$ cat config.mk
export PLATFORM = sky130hd
export DESIGN_NAME = sync_memctl
export DESIGN_NICKNAME = d
export VERILOG_FILES = /design/src/rtl/smc_pkg.sv /design/src/rtl/smc_decode.sv /design/src/rtl/smc_fsm.sv /design/src/rtl/smc_datapath.sv /design/src/rtl/sync_memctl.sv
export SDC_FILE = /design/constraint.sdc
export NUM_CORES = 1
export LEC_CHECK = 0
export BUFFER_PORTS_ARGS = -buffer_cell sky130_fd_sc_hd__clkbuf_2
export CAP_MARGIN = 0
export CORE_MARGIN = 5
export CORE_UTILIZATION = 30
export CTS_BUF_LIST = sky130_fd_sc_hd__clkbuf_4
export DETAILED_ROUTE_END_ITERATION = 8
export GPL_TIMING_DRIVEN = 0
export SLEW_MARGIN = 10
export SYNTH_ARGS = -nofsm -noshare
export SYNTH_HDL_FRONTEND = slang
export SYNTH_SLANG_ARGS = --single-unit
$ cat constraint.sdc
create_clock -name clk -period 2.65 [get_ports clk]
set_input_delay 0.3975 -clock clk [delete_from_list [all_inputs] [get_ports clk]]
set_output_delay 0.3975 -clock clk [all_outputs]
set_load 0.01 [all_outputs]
$ cat src/rtl/smc_pkg.sv
// Package: shared state encoding and default sizes for the memory controller.
// Assumes two byte lanes per data word.
package smc_pkg;
    typedef enum logic [2:0] {
        ST_IDLE    = 3'd0,
        ST_RD      = 3'd1,
        ST_WR      = 3'd2,
        ST_RMW_RD  = 3'd3,
        ST_RMW_GAP = 3'd4,
        ST_RMW_WR  = 3'd5
    } smc_state_e;

    localparam int SMC_ADDR_W = 16;
    localparam int SMC_DATA_W = 16;
    localparam int SMC_ROM_AW = 8;
endpackage

$ cat src/rtl/smc_decode.sv
// Address decoder: splits a byte address (bit 0 removed) into the target
// select, the ROM word index and the SRAM word address.
// Assumes ROM_AW <= ADDR_W - 2. The upper ROM-region bits are left out,
// which mirrors the ROM.
module smc_decode #(
    parameter int ADDR_W = 16,
    parameter int ROM_AW = 8,
    localparam int SRAM_AW = ADDR_W - 2
) (
    input  logic [ADDR_W-1:1]  addr_hi,
    output logic               ext_sel,
    output logic [ROM_AW-1:0]  rom_word,
    output logic [SRAM_AW-1:0] sram_word
);
    // Target select and index extraction.
    always_comb begin
        ext_sel   = addr_hi[ADDR_W-1];
        sram_word = addr_hi[ADDR_W-2:1];
        rom_word  = sram_word[ROM_AW-1:0];
    end
endmodule

$ cat src/rtl/smc_fsm.sv
// Access sequencer: walks the SRAM cycles (word read, word write, and the
// read / gap / write-back of a byte store) and drives the registered SRAM
// strobes. Assumes the CPU holds its request until ready.
module smc_fsm
    import smc_pkg::*;
(
    input  logic       clk,
    input  logic       rst_n,
    input  logic       req,
    input  logic       we,
    input  logic       bsel,
    input  logic       ext_sel,
    output smc_state_e st,
    output logic       accept,
    output logic       ext_ready,
    output logic       ce_n,
    output logic       oe_n,
    output logic       we_n,
    output logic       dout_en
);
    smc_state_e nxt;

    // Accept an SRAM request only while idle.
    always_comb accept = (st == ST_IDLE) && req && ext_sel;

    // Next-state decode.
    always_comb begin
        nxt = st;
        unique case (st)
            ST_IDLE:    if (accept) nxt = !we ? ST_RD : (bsel ? ST_RMW_RD : ST_WR);
            ST_RD:      nxt = ST_IDLE;
            ST_WR:      nxt = ST_IDLE;
            ST_RMW_RD:  nxt = ST_RMW_GAP;
            ST_RMW_GAP: nxt = ST_RMW_WR;
            ST_RMW_WR:  nxt = ST_IDLE;
            default:    nxt = ST_IDLE;
        endcase
    end

    // State and strobe registers, strobes decoded from the next state.
    always_ff @(posedge clk) begin
        if (!rst_n) begin
            st      <= ST_IDLE;
            ce_n    <= 1'b1;
            oe_n    <= 1'b1;
            we_n    <= 1'b1;
            dout_en <= 1'b0;
        end else begin
            st      <= nxt;
            ce_n    <= (nxt == ST_IDLE);
            oe_n    <= !((nxt == ST_RD) || (nxt == ST_RMW_RD));
            we_n    <= !((nxt == ST_WR) || (nxt == ST_RMW_WR));
            dout_en <= (nxt == ST_WR) || (nxt == ST_RMW_WR);
        end
    end

    // Completion of an SRAM access.
    always_comb ext_ready = (st == ST_RD) || (st == ST_WR) || (st == ST_RMW_WR);

    AST_ONE_WAIT_STATE: assert property (@(posedge clk) disable iff (!rst_n)
        ((st == ST_RD) || (st == ST_WR)) |-> $past(st) == ST_IDLE);
    AST_RMW_GAP_ORDER: assert property (@(posedge clk) disable iff (!rst_n)
        (st == ST_RMW_GAP) |-> $past(st) == ST_RMW_RD);
    AST_RMW_WB_ORDER: assert property (@(posedge clk) disable iff (!rst_n)
        (st == ST_RMW_WR) |-> $past(st) == ST_RMW_GAP);
endmodule

$ cat src/rtl/smc_datapath.sv
// Datapath: captures the address and data when a request is accepted,
// presents the SRAM address (the live CPU address while idle, the held
// address while busy), and merges the store byte into the word read back.
// Assumes two byte lanes per word.
module smc_datapath
    import smc_pkg::*;
#(
    parameter int DATA_W  = 16,
    parameter int SRAM_AW = 14,
    localparam int LANE_W = DATA_W / 2
) (
    input  logic               clk,
    input  logic               rst_n,
    input  smc_state_e         st,
    input  logic               accept,
    input  logic               lane_in,
    input  logic [SRAM_AW-1:0] word_in,
    input  logic [DATA_W-1:0]  wdata_in,
    input  logic [DATA_W-1:0]  sram_din,
    output logic [SRAM_AW-1:0] sram_addr,
    output logic [DATA_W-1:0]  sram_dout
);
    logic [SRAM_AW-1:0] hold_word;
    logic               hold_lane;
    logic [DATA_W-1:0]  hold_data;
    logic [DATA_W-1:0]  merged;

    // Replace the selected lane of the word read back.
    always_comb begin
        if (hold_lane) merged = {hold_data[LANE_W-1:0], sram_din[LANE_W-1:0]};
        else           merged = {sram_din[DATA_W-1:LANE_W], hold_data[LANE_W-1:0]};
    end

    // Capture on accept; fold in the read word during the read phase.
    always_ff @(posedge clk) begin
        if (!rst_n) begin
            hold_word <= '0;
            hold_lane <= 1'b0;
            hold_data <= '0;
        end else if (accept) begin
            hold_word <= word_in;
            hold_lane <= lane_in;
            hold_data <= wdata_in;
        end else if (st == ST_RMW_RD) begin
            hold_data <= merged;
        end
    end

    // Address source: live while idle, held while busy.
    always_comb sram_addr = (st == ST_IDLE) ? word_in : hold_word;
    always_comb sram_dout = hold_data;

    AST_BUSY_ADDR_HOLD: assert property (@(posedge clk) disable iff (!rst_n)
        (st != ST_IDLE && $past(st) != ST_IDLE) |-> $stable(sram_addr));
endmodule

$ cat src/rtl/sync_memctl.sv
// Top: a memory controller for a 16-bit CPU. It serves a 256-word boot ROM
// with zero wait states and an external asynchronous 16-bit SRAM with one
// wait state, and turns byte stores into a read-modify-write. Assumes the
// ROM read port returns data in the same cycle as rom_addr and that the CPU
// holds its request until ready.
module sync_memctl
    import smc_pkg::*;
#(
    parameter int ADDR_W = SMC_ADDR_W,
    parameter int DATA_W = SMC_DATA_W,
    parameter int ROM_AW = SMC_ROM_AW,
    localparam int SRAM_AW = ADDR_W - 2
) (
    input  logic               clk,
    input  logic               rst_n,
    input  logic               cpu_req,
    input  logic               cpu_we,
    input  logic               cpu_byte,
    input  logic [ADDR_W-1:0]  cpu_addr,
    input  logic [DATA_W-1:0]  cpu_wdata,
    output logic [DATA_W-1:0]  cpu_rdata,
    output logic               cpu_ready,
    output logic [ROM_AW-1:0]  rom_addr,
    input  logic [DATA_W-1:0]  rom_data,
    output logic [SRAM_AW-1:0] sram_addr,
    input  logic [DATA_W-1:0]  sram_din,
    output logic [DATA_W-1:0]  sram_dout,
    output logic               sram_dout_en,
    output logic               sram_ce_n,
    output logic               sram_oe_n,
    output logic               sram_we_n
);
    smc_state_e         st;
    logic               ext_sel;
    logic               accept;
    logic               ext_ready;
    logic [SRAM_AW-1:0] word_addr;

    smc_decode #(.ADDR_W(ADDR_W), .ROM_AW(ROM_AW)) u_dec (
        .addr_hi  (cpu_addr[ADDR_W-1:1]),
        .ext_sel  (ext_sel),
        .rom_word (rom_addr),
        .sram_word(word_addr)
    );

    smc_fsm u_fsm (
        .clk      (clk),
        .rst_n    (rst_n),
        .req      (cpu_req),
        .we       (cpu_we),
        .bsel     (cpu_byte),
        .ext_sel  (ext_sel),
        .st       (st),
        .accept   (accept),
        .ext_ready(ext_ready),
        .ce_n     (sram_ce_n),
        .oe_n     (sram_oe_n),
        .we_n     (sram_we_n),
        .dout_en  (sram_dout_en)
    );

    smc_datapath #(.DATA_W(DATA_W), .SRAM_AW(SRAM_AW)) u_dp (
        .clk      (clk),
        .rst_n    (rst_n),
        .st       (st),
        .accept   (accept),
        .lane_in  (cpu_addr[0]),
        .word_in  (word_addr),
        .wdata_in (cpu_wdata),
        .sram_din (sram_din),
        .sram_addr(sram_addr),
        .sram_dout(sram_dout)
    );

    // Ready: zero-wait ROM hit while idle, or completion of an SRAM access.
    always_comb cpu_ready = ((st == ST_IDLE) && cpu_req && !ext_sel) || ext_ready;

    // Read data source: the SRAM during a word read, else the ROM.
    always_comb cpu_rdata = (st == ST_RD) ? sram_din : rom_data;

    AST_WE_ADDR_STEADY: assert property (@(posedge clk) disable iff (!rst_n)
        !sram_we_n |-> $stable(sram_addr));
    AST_NO_BUS_FIGHT: assert property (@(posedge clk) disable iff (!rst_n)
        !sram_oe_n |-> !sram_dout_en);
    AST_DRIVE_ONLY_WRITING: assert property (@(posedge clk) disable iff (!rst_n)
        sram_dout_en |-> !sram_we_n && !sram_ce_n);
    AST_ROM_NO_SRAM: assert property (@(posedge clk) disable iff (!rst_n)
        (st == ST_IDLE && cpu_req && !cpu_addr[ADDR_W-1]) |=> sram_ce_n);
endmodule

==> results of run 1 <==
==> cell type report <==
type | count | area (um2) | area share
tap | 96 | 120 | 0.0408
inverter | 1 | 3.75 | 0.00127
clock buffer | 5 | 37.5 | 0.0127
clock inverter | 3 | 45.0 | 0.0153
timing repair buffer | 126 | 631 | 0.214
buffer | 27 | 171 | 0.0582
sequential | 38 | 761 | 0.258
multi-input combinational | 173 | 1170 | 0.399
==> synth_stat cells, drive strengths merged <==
cell type  instances
mux2i              1
nand3              9
nor3               1
a211oi             8
o32ai              8
and3b              1
dfxtp             38
buf               20
inv                1
mux2              30
clkbuf             7
nand4bb            1
nand2             48
and2               2
a31oi              7
nor2b              9
and3               1
nand2b             2
o21a               3
o21ai              9
a21oi              6
nor3b              2
a21boi            15
nor2              10
==> worst max path at each step <==
stage	from	to	slack, ns	cells after the start
6_report	u_fsm.st[0]$_SDFF_PN0_	cpu_rdata[12]	0.15	5
5_1_grt	u_fsm.st[0]$_SDFF_PN0_	cpu_rdata[12]	0.01	5
4_1_cts	u_fsm.st[0]$_SDFF_PN0_	cpu_rdata[12]	0.09	5
3_5_place_dp	u_fsm.st[0]$_SDFF_PN0_	cpu_rdata[12]	0.33	5
3_3_place_gp	u_fsm.st[0]$_SDFF_PN0_	cpu_rdata[12]	0.33	5
2_1_floorplan	u_fsm.st[0]$_SDFF_PN0_	cpu_rdata[10]	0.80	4
==> what timing repair did <==
item,CTS,global route
resized for setup,1,0
buffers inserted,0,0
endpoints found under the setup margin,10,0
==> registers in the layout, summed over array words and instances, names as in the netlist <==
name	count
u_dp.hold_word	14
u_dp.sram_dout	16
u_dp.hold_lane	1
u_fsm.we_n	1
u_fsm.oe_n	1
u_fsm.dout_en	1
u_fsm.st	3
u_fsm.ce_n	1
==> worst max-delay path, cell delays in order, from the launching register on <==
cell and delay [ns]:
dfxtp_1 0.32, buf_2 0.19, nor3b_4 0.47, buf_4 0.29, mux2_2 0.36, clkbuf_2 0.13
==> layout by cell type (no fill, tap or decap), types with 2 or more instances in the layout <==
master	netlist	layout
a211oi_1	8	8
a21boi_0	15	15
a21oi_1	5	5
a31oi_1	7	7
and2_1	2	2
buf_2	5	5
buf_4	13	13
buf_6	2	2
clkbuf_1	7	7
clkbuf_2	0	126
clkbuf_4	0	5
clkinvlp_4	0	2
dfxtp_1	38	38
mux2_2	30	30
nand2_1	47	47
nand2b_1	2	2
nand3_1	9	9
nor2_1	10	10
nor2b_1	9	9
o21a_1	3	3
o21ai_0	9	9
o32ai_1	8	8
==> stage by stage <==
step	instances	power [W]	utilization	hold slack (ns)	worst slack, ns
detailed placement	461	0.000970	0.420	0.455	0.328
global placement	461	0.000967	0.420	0.449	0.327
floorplan	239	0.000814	-	0.441	0.803
CTS	469	0.00138	0.433	0.251	0.0907
global route	469	0.00144	0.433	0.250	0.0137
finish	469	0.00136	0.433	0.272	0.149
==> kinds of logic (layout without fill, tap and decap cells) <==
group                  count (synthesis)  count (layout)  share of synthesized area
multiplexers                          31              31                      0.165
AO/OA/AOI/OAI                         56              56                      0.188
AND/OR/NAND/NOR                       86              86                      0.202
flip-flops                            38              38                      0.361
buffers and inverters                 28             162                     0.0832
==> power breakdown <==
group	switching [W]	internal (W)
logic	0.000171	0.000164
clock network	0.000211	0.000198
registers	0.0000169	0.000601
total	0.000398	0.000963
==> per-layer routing <==
metal  part of all wire  routed length (um)  vias to the layer above  track usage
li1                   -                   -                     1092            -
met1               0.44                3010                     1006        0.198
met2               0.47                3160                      109        0.264
met3              0.084                 573                        4       0.0385
met4             0.0068                  46                        0       0.0361
met5                  0                   0                        -            0
==> flow_summary.ini, run 1 <==
[cells_and_area]
final_area_mm2 = 0.00294
drive_gt1_frac = 0.507
fillers = 709
syn_to_final_growth_pct = 39.9
finalNetCount = 441
antennaDiodeCount = 0

[clock_tree]
clockBufferDepth = 2
clk_pin_slew_ns = 0.13
cts_hold_buf = 0
htreeDepth = 2
clk_latency_ns = 0.35
cts_tree = done
cts.sinks = 38
cts_buffers = 5
cts-root-buf = clkbuf_4

[sta]
slew_headroom = 0.604
min_period_ns = 2.50
tns_ns = 0
max_freq_mhz = 400
finClkSkew_ns = 0.0118
finalCritPeriodShare = 0.944
worstMarginPinSlew_ns = 0.594
finalHoldViolCount = 0
rsz0062_at_grt = no
setup_viol = 0
slew_violations = 0

[synthesis]
yosys.area.top_type = dfxtp_1
synth_area_leaders = dfxtp_1 36%, mux2_2 16%, nand2_1 8.4%
ys_warn_count = 0
ys_types = 29
synth_top_area_share = 0.361
ys_seq_area_frac = 0.361
ys_ff_latch = 38
syn-num-nets = 308
synth_area_per_cell_um2 = 8.81
synthCells = 239
syn-cell-area_mm2 = 0.00210

[power]
peakVddDrop_mv = 0.171
power_leakage_nw = 1.34
power_density_mw_per_mm2 = 462

[worst_setup_path]
critPathCaptureType = primary output
r2r-start = u_fsm.st[0]$_SDFF_PN0_
critPathArrivalTime_ns = 2.10
reg2reg_depth = 6
regToRegSetupSlack_ns = 0.87
worst_setup_path_start_kind = register
regToRegEndpoint = u_fsm.we_n$_SDFF_PN1_
cp.required_ns = 2.25
critPathKind = reg2out
crit_fanout = 10

[placed_design]
placed_area_mm2 = 0.00286
hpwlAfterDp_um = 5460
port_buffers = 126
gp_congestion = 0.726

[global_route]
grt_util_all_layers = 0.156
grt_pass1_vias = 2159
antenna_found_initial = 0
grt_max_degree = 14
grt_overflow_total = 0
grt_pass1_wl_um = 10700

[drt]
first_iter_violations = 73
drc = 0
drt-wirelength-per-cell_um = 14.5
drt_pass1_iterations = 4
vias_per_cell = 4.71
vias = 2211
finalWirelength_um = 6800
antenna_left = 0

[die]
boundaryPins = 128
dieArea_mm2 = 0.00879
initial_utilization = 0.310
core_area_mm2 = 0.00679
die_h_um = 93.8
rows = 30
die_w_um = 93.8

[worst_hold_path]
hold_class = in2reg
hold_path_end = u_dp.hold_word[13]$_SDFFE_PN0P_
hold_depth = 3
worstHoldStart = cpu_addr[14]

[run_status]
outcome = finished, final reports clean

[job]
cap_violations = 0
No activity file was read; power rests on OpenSTA's default activity.
==> inputs of run 2 (changes only) <==
- CORE_UTILIZATION: 30 -> 48
- PLACE_DENSITY: unset -> 0.88
==> run 2 against run 1 <==
Compared with the run above: combinational power down 1%; power decreased by 8.4%; sequential power barely moved; final cell count fell by 9.4%; setup slack gained 0.015 ns; clock power is 27% lower; hold slack better by 0.017 ns; utilization is 23 points higher; register-to-register slack barely moved; via count decreased by 0.32%; non-clock buffer count is the same; critical endpoint is now cpu_rdata[10].
==> flow_summary.ini, run 2 (synthesized netlist as in run 1, its figures left out) <==
[cells_and_area]
fillers = 374
syn_to_final_growth_pct = 35.9
finalNetCount = 441
most-common-layout-cells = 126 x clkbuf_2, 47 x nand2_1, 38 x dfxtp_1
antennaDiodeCount = 0
largest_reg_flops = 16
final_area_mm2 = 0.00286
drive_gt1_frac = 0.504
final_common_cell = clkbuf_2

[drt]
finalWirelength_um = 6200
drt-wirelength-per-cell_um = 14.6
drc = 0
vias = 2204
antenna_left = 0
vias_per_cell = 5.19
drt_pass1_iterations = 4
first_iter_violations = 85

[global_route]
use_met3 = 0.0662
grt_use_met1 = 0.229
grt_max_degree = 12
grt_pass1_vias = 2220
top_usage_layer = met2
grt_overflow_total = 0
grtUsageMet2 = 0.378
grt_pass1_wl_um = 10100
grt_util_all_layers = 0.208
antenna_found_initial = 0

[clock_tree]
cts_hold_buf = 0
clockBufferDepth = 2
cts.sinks = 38
htreeDepth = 2
cts_buffers = 5
clk_latency_ns = 0.34
cts_tree = done
clk_pin_slew_ns = 0.12
cts-root-buf = clkbuf_4

[power]
internal_power_w = 0.000875
seqPwrFrac = 0.496
p_comb_frac = 0.265
power_switching_w = 0.000372
power_frac_clock = 0.239
power_density_mw_per_mm2 = 436
p_sw_frac = 0.298
peakVddDrop_mv = 0.250
power_leakage_nw = 1.34

[worst_setup_path]
r2r-start = u_fsm.st[0]$_SDFF_PN0_
cp.required_ns = 2.25
critPathArrivalTime_ns = 2.09
critical_path.endpoint = cpu_rdata[10]
worst_setup_path_start_kind = register
regToRegEndpoint = u_fsm.we_n$_SDFF_PN1_
regToRegSetupSlack_ns = 0.87
critPathKind = reg2out
critPathCaptureType = primary output
reg2reg_depth = 6
crit_fanout = 10
crit_path_start = u_fsm.st[0]$_SDFF_PN0_

[worst_hold_path]
hold_class = in2reg
hold_depth = 3

[die]
dieArea_mm2 = 0.00581
die_w_um = 76.2
boundaryPins = 128
initial_utilization = 0.490
rows = 24
die_h_um = 76.2
core_area_mm2 = 0.00429

[placed_design]
hpwlAfterDp_um = 4990
port_buffers = 126
placed_area_mm2 = 0.00280
gp_congestion = 0.789

[sta]
tns_ns = 0
finalHoldViolCount = 0
rsz0062_at_grt = no
worstMarginPinSlew_ns = 0.568
max_freq_mhz = 402
min_period_ns = 2.49
finalCritPeriodShare = 0.938
setup_viol = 0
slew_headroom = 0.621
slew_violations = 0
finClkSkew_ns = 0.00963

[run_status]
outcome = finished, final reports clean

[job]
cap_violations = 0
run 2: cell types whose count changed in the layout (fill, tap and decap cells not counted):
cell        delta
clkinvlp_4     -2
bufinv_16      -1
clkbuf_4       +1
clkinv_1       +1
clkinv_2       +1
run 2: routing by layer:
metal,up-vias,part of all wire
met5,-,0
met1,996,0.40
met2,104,0.50
li1,1097,-
met3,7,0.089
met4,0,0.012
run 2: worst min-delay path by stage:
stage               slack (ns)                             end                      startpoint
finish                    0.29  u_dp.sram_dout[4]$_SDFFE_PN0P_                    cpu_wdata[4]
floorplan                 0.44  u_dp.hold_word[0]$_SDFFE_PN0P_  u_dp.hold_word[0]$_SDFFE_PN0P_
global route              0.28  u_dp.sram_dout[3]$_SDFFE_PN0P_                    cpu_wdata[3]
CTS                       0.28  u_dp.sram_dout[3]$_SDFFE_PN0P_                    cpu_wdata[3]
global placement          0.45  u_dp.hold_word[7]$_SDFFE_PN0P_  u_dp.hold_word[7]$_SDFFE_PN0P_
detailed placement        0.46  u_dp.hold_word[5]$_SDFFE_PN0P_  u_dp.hold_word[5]$_SDFFE_PN0P_
run 2: metrics by stage:
stage	hold slack (ns)	total power (W)	util	std cells	setup WS [ns]
6_report	0.289	0.00125	0.666	425	0.164
5_1_grt	0.279	0.00132	0.666	425	0.0550
4_1_cts	0.279	0.00125	0.666	425	0.111
3_5_place_dp	0.457	0.000963	0.652	417	0.330
3_3_place_gp	0.448	0.000956	0.652	417	0.361
2_1_floorplan	0.441	0.000814	-	239	0.803
run 2: power groups by stage:
stage | clock [W] | sequential [W] | combinational [W]
floorplan | 0 | 0.000636 | 0.000177
global placement | 0 | 0.000630 | 0.000326
detailed placement | 0 | 0.000632 | 0.000331
CTS | 0.000302 | 0.000618 | 0.000334
global route | 0.000331 | 0.000623 | 0.000362
finish | 0.000298 | 0.000619 | 0.000330
run 2: final cells by class:
| type | instances | area (um2) | area share |
|---|---|---|---|
| Multi-Input combinational cell | 173 | 1170 | 0.411 |
| Sequential cell | 38 | 761 | 0.266 |
| Timing Repair Buffer | 126 | 631 | 0.220 |
| Buffer | 27 | 171 | 0.0599 |
| Tap cell | 52 | 65.1 | 0.0227 |
| Clock buffer | 6 | 45.0 | 0.0157 |
| Clock inverter | 2 | 8.76 | 0.00306 |
| Inverter | 1 | 3.75 | 0.00131 |
run 2: what timing repair did:
item / CTS / global route
setup endpoints to repair: 10 / 0
resized for setup: 1 / 0
buffers inserted: 0 / 0
run 2: worst max-delay path, cell delays in order, from the launching register on:
cell and delay (ns):
dfxtp_1 0.32, buf_2 0.19, nor3b_4 0.48, buf_4 0.28, mux2_2 0.36, clkbuf_2 0.13
